**src/rtl/xcvr_mode_pkg.sv**
```systemverilog
// Shared mode encoding and enable bundle for the transceiver mode supervisor.
package xcvr_mode_pkg;

    typedef enum logic [1:0] {
        XMS_UNPWR = 2'b00,
        XMS_STBY  = 2'b01,
        XMS_NORM  = 2'b10
    } xms_mode_e;

    typedef struct packed {
        logic tx_allow;
        logic rx_report;
        logic bias;
        logic wake_det;
        logic rxd_pp;
    } xms_en_t;

endpackage

```
**src/rtl/xms_ready_timer.sv**
```systemverilog
// Power-up readiness timer.
// Counts clock edges while the I/O supply is present and flags ready after
// PWRUP_CYCLES of them. Any supply loss clears it. Assumes PWRUP_CYCLES >= 1.
module xms_ready_timer #(
    parameter int PWRUP_CYCLES = 37500
) (
    input  logic clk,
    input  logic rst_n,
    input  logic supply_lost_i,
    output logic ready_o
);
    localparam int CW = $clog2(PWRUP_CYCLES + 1);
    localparam logic [CW-1:0] LAST = CW'(PWRUP_CYCLES);

    logic [CW-1:0] cnt_q;

    // Count up to the limit while powered, restart on loss.
    always_ff @(posedge clk) begin
        if (!rst_n || supply_lost_i) begin
            cnt_q <= '0;
        end else if (cnt_q != LAST) begin
            cnt_q <= cnt_q + 1'b1;
        end
    end

    assign ready_o = (cnt_q == LAST);

    // A supply loss must drop readiness on the following edge.
    assert_loss_clears_ready_R9: assert property (@(posedge clk) disable iff (!rst_n)
        supply_lost_i |=> !ready_o);
endmodule

```
**src/rtl/xms_mode_ctrl.sv**
```systemverilog
// Mode register with the standby-to-normal settling delay.
// Takes the already-prioritised requests. Unpowered wins over standby.
// Normal is entered only after NORM_CYCLES consecutive edges of a clean
// normal request. Assumes NORM_CYCLES >= 1.
module xms_mode_ctrl
    import xcvr_mode_pkg::*;
#(
    parameter int NORM_CYCLES = 5000
) (
    input  logic      clk,
    input  logic      rst_n,
    input  logic      unpwr_req_i,
    input  logic      stby_req_i,
    input  logic      ready_i,
    output xms_mode_e mode_o
);
    localparam int NW = $clog2(NORM_CYCLES + 1);
    localparam logic [NW-1:0] LAST = NW'(NORM_CYCLES - 1);

    xms_mode_e     mode_q;
    logic [NW-1:0] cnt_q;
    logic          norm_req;

    // Normal is requested only when nothing forces a lower mode.
    always_comb norm_req = !unpwr_req_i && !stby_req_i && ready_i;

    // Mode update and settling counter.
    always_ff @(posedge clk) begin
        if (!rst_n) begin
            mode_q <= XMS_UNPWR;
            cnt_q  <= '0;
        end else if (unpwr_req_i) begin
            mode_q <= XMS_UNPWR;
            cnt_q  <= '0;
        end else if (!norm_req) begin
            mode_q <= XMS_STBY;
            cnt_q  <= '0;
        end else if (mode_q != XMS_NORM) begin
            if (cnt_q == LAST) begin
                mode_q <= XMS_NORM;
                cnt_q  <= '0;
            end else begin
                mode_q <= XMS_STBY;
                cnt_q  <= cnt_q + 1'b1;
            end
        end
    end

    assign mode_o = mode_q;

    // Normal is never reported before the settling count completes.
    assert_entry_delay_R3: assert property (@(posedge clk) disable iff (!rst_n)
        (mode_q != XMS_NORM && cnt_q != LAST) |=> mode_q != XMS_NORM);

    // Normal mode needs the power-up timer to be done.
    assert_norm_needs_ready_R9: assert property (@(posedge clk) disable iff (!rst_n)
        (mode_q == XMS_NORM) |-> ready_i);
endmodule

```
**src/rtl/xms_enable_map.sv**
```systemverilog
// Maps the mode to the analog enables. Purely combinational.
// An undefined mode code maps to all enables off.
module xms_enable_map
    import xcvr_mode_pkg::*;
(
    input  xms_mode_e mode_i,
    output xms_en_t   en_o
);
    // One enable set per mode.
    always_comb begin
        en_o = '0;
        case (mode_i)
            XMS_NORM: begin
                en_o.tx_allow  = 1'b1;
                en_o.rx_report = 1'b1;
                en_o.bias      = 1'b1;
                en_o.rxd_pp    = 1'b1;
            end
            XMS_STBY:  en_o.wake_det = 1'b1;
            default:   en_o = '0;
        endcase
    end
endmodule

```
**src/rtl/xcvr_mode_supervisor.sv**
```systemverilog
// Transceiver mode and supply supervisor, top level.
// Prioritises I/O supply loss, driver supply loss and the standby request,
// gates normal entry with power-up and settling delays, and drives the enables.
// Assumes all inputs are already synchronous to clk.
module xcvr_mode_supervisor
    import xcvr_mode_pkg::*;
#(
    parameter int PWRUP_CYCLES = 37500,
    parameter int NORM_CYCLES  = 5000
) (
    input  logic       clk,
    input  logic       rst_n,
    input  logic       stby_req_i,
    input  logic       vdd_uv_i,
    input  logic       vio_uv_i,
    input  logic       single_supply_i,
    output logic [1:0] mode_o,
    output logic       tx_allow_o,
    output logic       rx_report_en_o,
    output logic       bias_en_o,
    output logic       wake_det_en_o,
    output logic       rxd_pp_en_o
);
    logic      vio_lost;
    logic      ready;
    xms_mode_e mode;
    xms_en_t   en;

    // On one supply the low flag is only credible together with the high one.
    always_comb vio_lost = vio_uv_i && (!single_supply_i || vdd_uv_i);

    xms_ready_timer #(.PWRUP_CYCLES(PWRUP_CYCLES)) u_ready (
        .clk          (clk),
        .rst_n        (rst_n),
        .supply_lost_i(vio_lost),
        .ready_o      (ready)
    );

    xms_mode_ctrl #(.NORM_CYCLES(NORM_CYCLES)) u_ctrl (
        .clk        (clk),
        .rst_n      (rst_n),
        .unpwr_req_i(vio_lost),
        .stby_req_i (stby_req_i || vdd_uv_i),
        .ready_i    (ready),
        .mode_o     (mode)
    );

    xms_enable_map u_map (
        .mode_i(mode),
        .en_o  (en)
    );

    assign mode_o         = mode;
    assign tx_allow_o     = en.tx_allow;
    assign rx_report_en_o = en.rx_report;
    assign bias_en_o      = en.bias;
    assign wake_det_en_o  = en.wake_det;
    assign rxd_pp_en_o    = en.rxd_pp;

    // Dual-supply I/O loss gives unpowered on the next edge.
    assert_vio_unpowered_R7: assert property (@(posedge clk) disable iff (!rst_n)
        (vio_uv_i && !single_supply_i) |=> (mode_o == 2'b00 && !wake_det_en_o));

    // Driver-supply loss alone gives standby with wake detection.
    assert_vdd_standby_R6: assert property (@(posedge clk) disable iff (!rst_n)
        (vdd_uv_i && !vio_uv_i) |=> (mode_o == 2'b01 && wake_det_en_o));

    // Standby request with good supplies ends normal at once.
    assert_stby_exit_R5: assert property (@(posedge clk) disable iff (!rst_n)
        (stby_req_i && !vdd_uv_i && !vio_uv_i) |=> (mode_o == 2'b01 && !tx_allow_o));

    // Single supply: a lone I/O flag never yields unpowered.
    assert_single_lone_flag_R8: assert property (@(posedge clk) disable iff (!rst_n)
        (single_supply_i && vio_uv_i && !vdd_uv_i) |=> mode_o != 2'b00);

    // The mode code stays within the three defined values.
    assert_mode_legal_R1: assert property (@(posedge clk) mode_o != 2'b11);
endmodule

```
**config.mk**
```make
export PLATFORM = sky130hd
export DESIGN_NAME = xcvr_mode_supervisor
export DESIGN_NICKNAME = d
export VERILOG_FILES = /design/src/rtl/xcvr_mode_pkg.sv /design/src/rtl/xms_ready_timer.sv /design/src/rtl/xms_mode_ctrl.sv /design/src/rtl/xms_enable_map.sv /design/src/rtl/xcvr_mode_supervisor.sv
export SDC_FILE = /design/constraint.sdc
export NUM_CORES = 1
export LEC_CHECK = 0
export BUFFER_PORTS_ARGS = -buffer_cell sky130_fd_sc_hd__buf_2
export CELL_PAD_IN_SITES_DETAIL_PLACEMENT = 1
export CELL_PAD_IN_SITES_GLOBAL_PLACEMENT = 1
export CORE_MARGIN = 1
export CORE_UTILIZATION = 25
export DETAILED_ROUTE_END_ITERATION = 7
export PLACE_DENSITY = 0.51
export SLEW_MARGIN = 0
export SYNTH_ARGS = -nofsm -noshare
export SYNTH_HDL_FRONTEND = slang
export SYNTH_SLANG_ARGS = --single-unit
```
**constraint.sdc**
```tcl
create_clock -name clk -period 5 [get_ports clk]
set_input_delay 0.25 -clock clk [delete_from_list [all_inputs] [get_ports clk]]
set_output_delay 0.25 -clock clk [all_outputs]
set_load 0.02 [all_outputs]
```
==> results of run 1 <==
power by group:
group	total, uW	internal [uW]	switching (uW)
clock	201	108	92.8
combinational	16.1	6.41	9.67
sequential	251	249	1.91
state kept, by name, summed over array words and instances, names as in the netlist:
register and cells:
u_ctrl.cnt_q 13, u_ctrl.mode_o 2, u_ready.cnt_q 16
worst paths after layout:
check	slack [ns]	end	startpoint
setup / recovery	2.70	u_ctrl.cnt_q[7]	u_ready.cnt_q[8]
hold / removal	0.27	u_ctrl.mode_o[1]	stby_req_i
setup reg to reg	2.70	u_ctrl.cnt_q[7]	u_ready.cnt_q[8]
hold reg to reg	0.50	u_ctrl.cnt_q[7]	u_ctrl.cnt_q[7]
cell type report:
cell class	count	area [um2]
clock buffers	6	82.6
fillers	718	4210
multi-input cells	135	871
repair buffers	14	75.1
well taps	75	93.8
inverters	10	37.5
clock inverters	1	5.00
flip-flops and latches	31	621
Yosys cell counts, types with 2 or more instances:
cell	n
nor2b_1	3
and2_1	2
nand4_1	10
and4_1	3
dfxtp_1	31
nor3_1	3
a31o_2	2
mux2i_1	2
or3_1	10
nand2b_1	2
a21oi_1	9
nand2_1	9
ha_1	3
nor2_2	8
xor2_1	4
xnor2_1	10
a21oi_2	2
nand3_1	9
inv_1	9
nor4_1	5
nor2_1	14
nor4b_1	4
or4_1	2
o21ai_0	9
clkbuf_1	3
buf_4	3
cell families after synthesis:
group | Yosys count | share of synthesized area
and+or+nand+nor | 90 | 0.339
adders and majority gates | 3 | 0.0238
DFF | 31 | 0.394
muxes | 3 | 0.0199
buffers and inverters | 17 | 0.0525
AOI/OAI and AO/OA | 25 | 0.0930
xor gates and xnor gates | 14 | 0.0779
per-stage QoR:
| stage | std cells | total power (uW) | worst slack (ns) | area (um2) | hold WS [ns] |
|---|---|---|---|---|---|
| 2_1_floorplan | 183 | 265 | 2.83 | 1570 | 0.451 |
| 3_3_place_gp | 265 | 272 | 2.76 | 1700 | 0.479 |
| 3_5_place_dp | 265 | 273 | 2.71 | 1700 | 0.500 |
| 4_1_cts | 272 | 478 | 2.69 | 1790 | 0.263 |
| 5_1_grt | 272 | 493 | 2.61 | 1790 | 0.269 |
| 6_report | 272 | 467 | 2.70 | 1790 | 0.272 |
routing by layer:
metal  share of wire  wire [um]  GRT usage  vias to the layer above
met5               0          0          0                        -
met1            0.43       1630      0.139                      662
met3           0.025         93     0.0337                        7
met2            0.53       2000      0.243                       13
met4           0.015         57     0.0536                        0
li1                -          -          -                      683
worst reg2reg max path, delay by kind of cell, from the launching register on:
kind | cells | cell delay [ns]
AND/OR/NAND/NOR | 3 | 1.72
flip-flops | 1 | 0.36
AO/OA/AOI/OAI | 1 | 0.16
placed cells by master (no fill, tap or decap), types with 3 or more instances in the layout:
cell and instances:
dfxtp_1 31, nor2_1 14, buf_2 12, nand4_1 10
xnor2_1 10, or3_1 10, inv_1 9, nand2_1 9
a21oi_1 9, nand3_1 9, o21ai_0 8, nor2_2 8
clkbuf_8 6, nor4_1 5, nor4b_1 4, xor2_1 4
nor2b_1 3, and4_1 3, nor3_1 3, ha_1 3
==> impl_metrics.yaml, run 1 <==
timing:
  setup_tns_ns: 0
  hold_viol: 0
  fin_skew_ns: 0.00627
  final-max-slew-violation-count: 0
  fmax_mhz: 436
  worstMarginPinSlew_ns: 0.660
  relSlewSlack: 0.554
  timing.final.crit_share: 0.459
  finalSetupViolCount: 0
  rsz0062_at_grt: "no"
  period_minus_slack_ns: 2.30
setup_path:
  cp_data_required_time_ns: 5.22
  critPathBufInv: 0
  reg2reg_depth: 4
  crit_fanout: 11
  crit_chain: "or4b_1, or4_4, or4b_4, a21oi_1"
  startpoint_type: "flop"
  end_kind: "flop"
  path_delay_family: "simple AND/OR/NAND/NOR gates"
  cp_slowest_cell: "or4b_4"
  cp_slowest_stage_delay_ns: 0.63
  path_class: "flop to flop"
  crit_cells: 4
  cp.arrival_ns: 2.51
clocking:
  cts.sink_count: 31
  post_cts_buffers: 0
  holdBufCountCts: 0
  clockBufferDepth: 2
  clockRootBuffer: "clkbuf_8"
  htreeDepth: 2
  clock_latency_ns: 0.28
  numCtsBuffers: 5
  cts_tree: "built"
  cts.repair.resized: 0
  cts.clk_slew.worst_paths_ns: 0.07
global_routing:
  grt_usage: 0.131
  grt_max_degree: 22
  grt_pass1_vias: 1394
  grt_pass1_wl_um: 6470
  overflow: 0
  antenna_found_initial: 0
floorplan:
  initial_core_util: 0.263
  num_rows: 28
  die_width_um: 81.3
  die-area_um2: 6620
  core_area_um2: 5990
  die_h_um: 81.3
  ios: 13
layout:
  insertedDiodeCount: 0
  drive_gt1_frac: 0.188
  nets: 206
  syn2layout_area_growth_pct: 13.4
  fin_util: 0.298
job:
  drv_cap: 0
drt:
  drt_wl_total_um: 3790
  dr.pass1.iters: 3
  wire_per_inst_um: 13.9
  ant_nets: 0
  vias: 1365
  drt_iter0_drc: 24
  vias_per_cell: 5.02
  drc: 0
power:
  p_per_area_nw_per_um2: 262
  p_leak_uw: 0.000546
  peakVddDrop_mv: 0.160
logic_synthesis:
  async_flop_share: 0
  synth_ff_type: "dfxtp_1"
  syn_inst: 183
  yosys_warnings: 0
  avgSynthCellArea_um2: 8.60
  yosys.area.top_type_share: 0.394
  synth_seq_cells: 31
  syn_nets: 192
  ys_top_cells_by_area: "dfxtp_1 (39%), xnor2_1 (5.6%), nand4_1 (4.0%), or3_1 (4.0%), nor2_1 (3.3%)"
  netlist.top_cell.by_area: "dfxtp_1"
  ys_types: 38
  netlist_area_um2: 1570
  synth-edff-count: 0
  synth-seq-area-share: 0.394
min_path:
  whs_path_depth: 3
  hp-class: "input pin to flop"
placement:
  dp_hpwl_um: 2790
  place.gp.congestion: 0.728
  numPortBuffers: 12
status:
  status: "finished clean"
No activity file was read; power rests on OpenSTA's default activity.
==> run 2, diff against run 1 <==
ABC_AREA = 1   (was not set)
PLACE_DENSITY = 0.55   (was 0.51)
clock period = 2 ns   (was 5 ns; I/O delays follow)
==> impl_metrics.yaml, run 2 <==
drt:
  drt_iter0_drc: 38
  vias_per_cell: 4.39
  wire_per_inst_um: 11.4
  ant_nets: 0
  dr.pass1.iters: 4
  drc: 0
  vias: 1440
  drt_wl_total_um: 3730
clocking:
  cts.sink_count: 31
  clockRootBuffer: "clkbuf_8"
  htreeDepth: 2
  cts_tree: "built"
  holdBufCountCts: 0
  clock_latency_ns: 0.29
  clockBufferDepth: 2
  cts.repair.resized: 0
  numCtsBuffers: 5
  post_cts_buffers: 0
  cts.clk_slew.worst_paths_ns: 0.07
layout:
  nets: 262
  top_register: "u_ready.cnt_q"
  nFillCells: 791
  largest_reg_flops: 16
  syn2layout_area_growth_pct: 14.3
  final-instance-count-excl-fill: 328
  insertedDiodeCount: 0
  drive_gt1_frac: 0.123
  fin_util: 0.304
  final_common_cell: "nand2_1"
  final_cell_mix: "nand2_1 (49), nor2_1 (44), dfxtp_1 (31)"
timing:
  fmax_mhz: 638
  fin_skew_ns: 0.0114
  finalSetupViolCount: 0
  period_minus_slack_ns: 1.57
  rsz0062_at_grt: "no"
  relSlewSlack: 0.786
  timing.final.crit_share: 0.783
  final-max-slew-violation-count: 0
  hold_viol: 0
  worstMarginPinSlew_ns: 0.321
  setup_tns_ns: 0
global_routing:
  antenna_found_initial: 0
  overflow: 0
  grt_usage: 0.130
  grt_pass1_vias: 1431
  grt_pass1_wl_um: 6550
  grt_max_degree: 11
floorplan:
  die_width_um: 82.4
  num_rows: 28
  ios: 13
  die_h_um: 82.4
  core_area_um2: 6060
  initial_core_util: 0.266
  die-area_um2: 6780
logic_synthesis:
  synthTopCellsByCount: "nand2_1 (49), nor2_1 (44), dfxtp_1 (31)"
  ys_top_cells_by_area: "dfxtp_1 (38%), nand2_1 (11%), nor2_1 (10%), inv_1 (7.0%), xor2_1 (5.4%)"
  async_flop_share: 0
  netlist.top_cell.by_area: "dfxtp_1"
  yosysMostFrequentCell: "nand2_1"
  yosys_warnings: 0
  synth_ff_type: "dfxtp_1"
  ys_types: 23
  syn_inst: 236
  synth-seq-area-share: 0.384
  yosys.area.top_type_share: 0.384
  synth_seq_cells: 31
  synth-edff-count: 0
  avgSynthCellArea_um2: 6.84
  syn_nets: 245
  netlist_area_um2: 1610
placement:
  numPortBuffers: 12
  place.gp.congestion: 0.731
  dp.cells: 321
  dp_hpwl_um: 2950
setup_path:
  cp_slowest_cell: "dfxtp_1"
  path_delay_family: "simple AND/OR/NAND/NOR gates"
  startpoint_type: "flop"
  cp_data_required_time_ns: 2.19
  critPathBufInv: 0
  r2r_slack_ns: 0.43
  rr_startpoint: "u_ctrl.cnt_q[0]"
  startpoint: "u_ctrl.cnt_q[0]"
  crit_chain: "ha_1, nand2_1, nor2_1, nand3_1, nor2_1, nand3_1, nand3_1, nor2_1"
  cp.arrival_ns: 1.75
  crit_fanout: 4
  path_class: "flop to flop"
  end_kind: "flop"
  cp_slowest_stage_delay_ns: 0.38
job:
  drv_cap: 0
power:
  p_per_area_nw_per_um2: 634
  p_leak_uw: 0.000699
  peakVddDrop_mv: 0.314
  total_power_uw: 1170
status:
  status: "finished clean"
min_path:
  min_from: "vio_uv_i"
  hp-class: "input pin to flop"
## run 2: cell count changes after synthesis, moves of 4 or more
cell,previous run,this run
nor4b_1,4,0
nand2_1,9,49
nor2_2,8,3
nor3_1,3,9
nor4_1,5,0
or3_1,10,0
nand4_1,10,4
xor2_1,4,10
nand3_1,9,17
inv_1,9,30
xnor2_1,10,4
nor2_1,14,44
## run 2: worst paths after layout
check / endpoint / depth (start not counted)
min reg2reg: u_ctrl.cnt_q[1] / 2
max reg2reg: u_ctrl.cnt_q[10] / 8
max: u_ctrl.cnt_q[10] / 8
min: u_ctrl.cnt_q[10] / 6
## run 2: tightest hold or removal path, stage by stage
cell and delay, ns:
buf_2 0.09, a21oi_1 0.08, nand3_2 0.10, nor2_4 0.05, nand3_1 0.06, nor2_1 0.04
## run 2: final cells by class
type / count / area, um2 / share of cell area
clock buffer: 6 / 82.6 / 0.0448
clock inverter: 1 / 5.00 / 0.00271
inverter: 31 / 116 / 0.0631
multi-input combinational: 170 / 851 / 0.461
sequential: 31 / 621 / 0.336
tap: 75 / 93.8 / 0.0509
timing repair buffer: 14 / 75.1 / 0.0407
## run 2: cells by family after synthesis
family / share of synthesized area
AOI/OAI and AO/OA: 0.0558
xor gates and xnor gates: 0.0760
adders and majority gates: 0.0233
buffers and inverters: 0.0884
DFF: 0.384
and+or+nand+nor: 0.372
## run 2: layer usage
| layer | vias up | wire length (um) | global-route usage |
|---|---|---|---|
| li1 | 772 | - | - |
| met4 | 0 | 42 | 0.0368 |
| met5 | - | 0 | 0 |
| met1 | 647 | 2020 | 0.172 |
| met2 | 16 | 1550 | 0.201 |
| met3 | 5 | 107 | 0.0429 |
## run 2: report_power, final
| group | internal (uW) | total [uW] | switching [uW] |
|---|---|---|---|
| Sequential | 622 | 626 | 4.00 |
| Clock | 270 | 503 | 233 |
| Combinational | 15.0 | 40.5 | 25.5 |
## run 2: through the flow
step                      instance area [um2]  worst slack [ns]  hold WS [ns]
after global placement                   1760             0.373         0.472
after floorplan                          1610             0.568         0.348
after detailed placement                 1760             0.414         0.477
after CTS                                1840             0.406         0.265
after global routing                     1840             0.201         0.309
final                                    1840             0.433         0.263
==> run 3, diff against run 2 <==
PLACE_DENSITY = 0.53   (was 0.55)
clock period = 1.5 ns   (was 2 ns; I/O delays follow)
==> impl_metrics.yaml, run 3 (synthesized netlist as in run 2, its figures left out) <==
job:
  drv_cap: 0
power:
  p_per_area_nw_per_um2: 880
  p_leak_uw: 0.000739
  power.switching_uw: 384
  p_comb_frac: 0.034
  internal_power_uw: 1390
  clkPwrFrac: 0.496
  p_sw_frac: 0.217
  peakVddDrop_mv: 0.321
  pwr-share-seq: 0.470
setup_path:
  r2r_end: "u_ctrl.cnt_q[12]"
  path_class: "flop to flop"
  reg2reg_depth: 8
  crit_end: "u_ctrl.cnt_q[12]"
  startpoint_type: "flop"
  r2r_slack_ns: 0.12
  crit_fanout: 5
  cp.arrival_ns: 1.61
  cp_data_required_time_ns: 1.73
  end_kind: "flop"
  rr_startpoint: "u_ready.cnt_q[12]"
  startpoint: "u_ready.cnt_q[12]"
global_routing:
  grt_usage: 0.135
  grt_pass1_vias: 1488
  grt_max_degree: 11
  antenna_found_initial: 0
  overflow: 0
  grt_pass1_wl_um: 6740
layout:
  drive_gt1_frac: 0.231
  syn2layout_area_growth_pct: 24.9
  nets: 268
  largest_reg_flops: 16
  final_common_cell: "nand2_1"
  final-instance-count-excl-fill: 335
  insertedDiodeCount: 0
  top_register: "u_ready.cnt_q"
  final_cell_mix: "nand2_1 (49), nor2_1 (36), inv_1 (27)"
  finalInstanceArea_um2: 2020
floorplan:
  die_h_um: 82.4
  initial_core_util: 0.266
  die_width_um: 82.4
  die-area_um2: 6780
  ios: 13
  core_area_um2: 6060
  num_rows: 28
clocking:
  cts_tree: "built"
  numCtsBuffers: 5
  htreeDepth: 2
  clockBufferDepth: 2
  clockRootBuffer: "clkbuf_8"
  cts.sink_count: 31
  clock_latency_ns: 0.29
  cts.clk_slew.worst_paths_ns: 0.08
drt:
  vias: 1484
  vias_per_cell: 4.43
  drc: 0
  wire_per_inst_um: 12.2
  drt_wl_total_um: 4080
  ant_nets: 0
  dr.pass1.iters: 4
  drt_iter0_drc: 27
placement:
  dp_hpwl_um: 3080
  placed_cell_area_um2: 1780
  place.gp.congestion: 0.687
  numPortBuffers: 12
  dp.cells: 324
timing:
  final-max-slew-violation-count: 0
  hold_viol: 0
  setup_tns_ns: 0
  period_minus_slack_ns: 1.38
  fin_skew_ns: 0.00918
  relSlewSlack: 0.804
  rsz0062_at_grt: "no"
  worstMarginPinSlew_ns: 0.292
  finalSetupViolCount: 0
  holdWs_ns: 0.176
  timing.final.crit_share: 0.921
  fmax_mhz: 724
min_path:
  hp-class: "input pin to flop"
status:
  status: "finished clean"
## run 3: cell count changes in the layout (fill, tap and decap cells not counted), sizes merged
| cell | previous run | this run |
|---|---|---|
| buf | 14 | 19 |
| bufinv | 0 | 1 |
| nand2 | 52 | 53 |
## run 3: worst max-delay path: stages, from the launching register on
cell     delay [ns]
dfxtp_1        0.34
inv_1          0.08
nor2_2         0.13
nand2_1        0.10
nor2_4         0.13
nand3_2        0.11
nor2_4         0.22
nand2_4        0.11
nor2_1         0.11
## run 3: layout make-up
| class | instances | area (um2) |
|---|---|---|
| fill | 766 | 4050 |
| multi-input combinational | 171 | 946 |
| sequential | 31 | 629 |
| inverter | 31 | 116 |
| timing repair buffer | 19 | 113 |
| tap | 75 | 93.8 |
| clock buffer | 6 | 82.6 |
| clock inverter | 2 | 35.0 |
## run 3: power by group through the flow
stage               sequential [uW]  combinational, uW  clock (uW)
global route                    834               70.5         953
detailed placement              853               56.0           0
CTS                             833               56.4         914
floorplan                       854               30.9           0
global placement                852               55.2           0
finish                          834               59.5         880
## run 3: worst min path at each step
stage                     slack [ns]  cells past startpoint         startpoint                end
after floorplan                 0.32                      2              rst_n  u_ready.cnt_q[12]
after CTS                       0.19                      3              rst_n   u_ctrl.mode_o[0]
after global routing            0.22                      3              rst_n   u_ctrl.mode_o[1]
final                           0.18                      3              rst_n   u_ctrl.mode_o[0]
after detailed placement        0.48                      2  u_ready.cnt_q[10]  u_ready.cnt_q[10]
after global placement          0.47                      2  u_ready.cnt_q[10]  u_ready.cnt_q[10]
## run 3: timing repair
action	CTS	global route
resized for setup	0	30
setup endpoints to repair	0	18
buffers inserted	0	2
hold buffers	0	0
## run 3: layer usage
layer  track usage  vias up  part of all wire
li1              -      784                 -
met1         0.175      676              0.53
met5             0        -                 0
met2         0.211       17              0.42
met3        0.0330        7             0.024
met4        0.0579        0             0.017
## run 3: per-stage QoR
stage,total power [uW],util,worst slack (ns)
floorplan,885,-,0.0679
global route,1860,0.333,0.00626
detailed placement,909,0.294,0.0251
finish,1770,0.333,0.118
global placement,907,0.294,0.0784
CTS,1800,0.313,0.0213
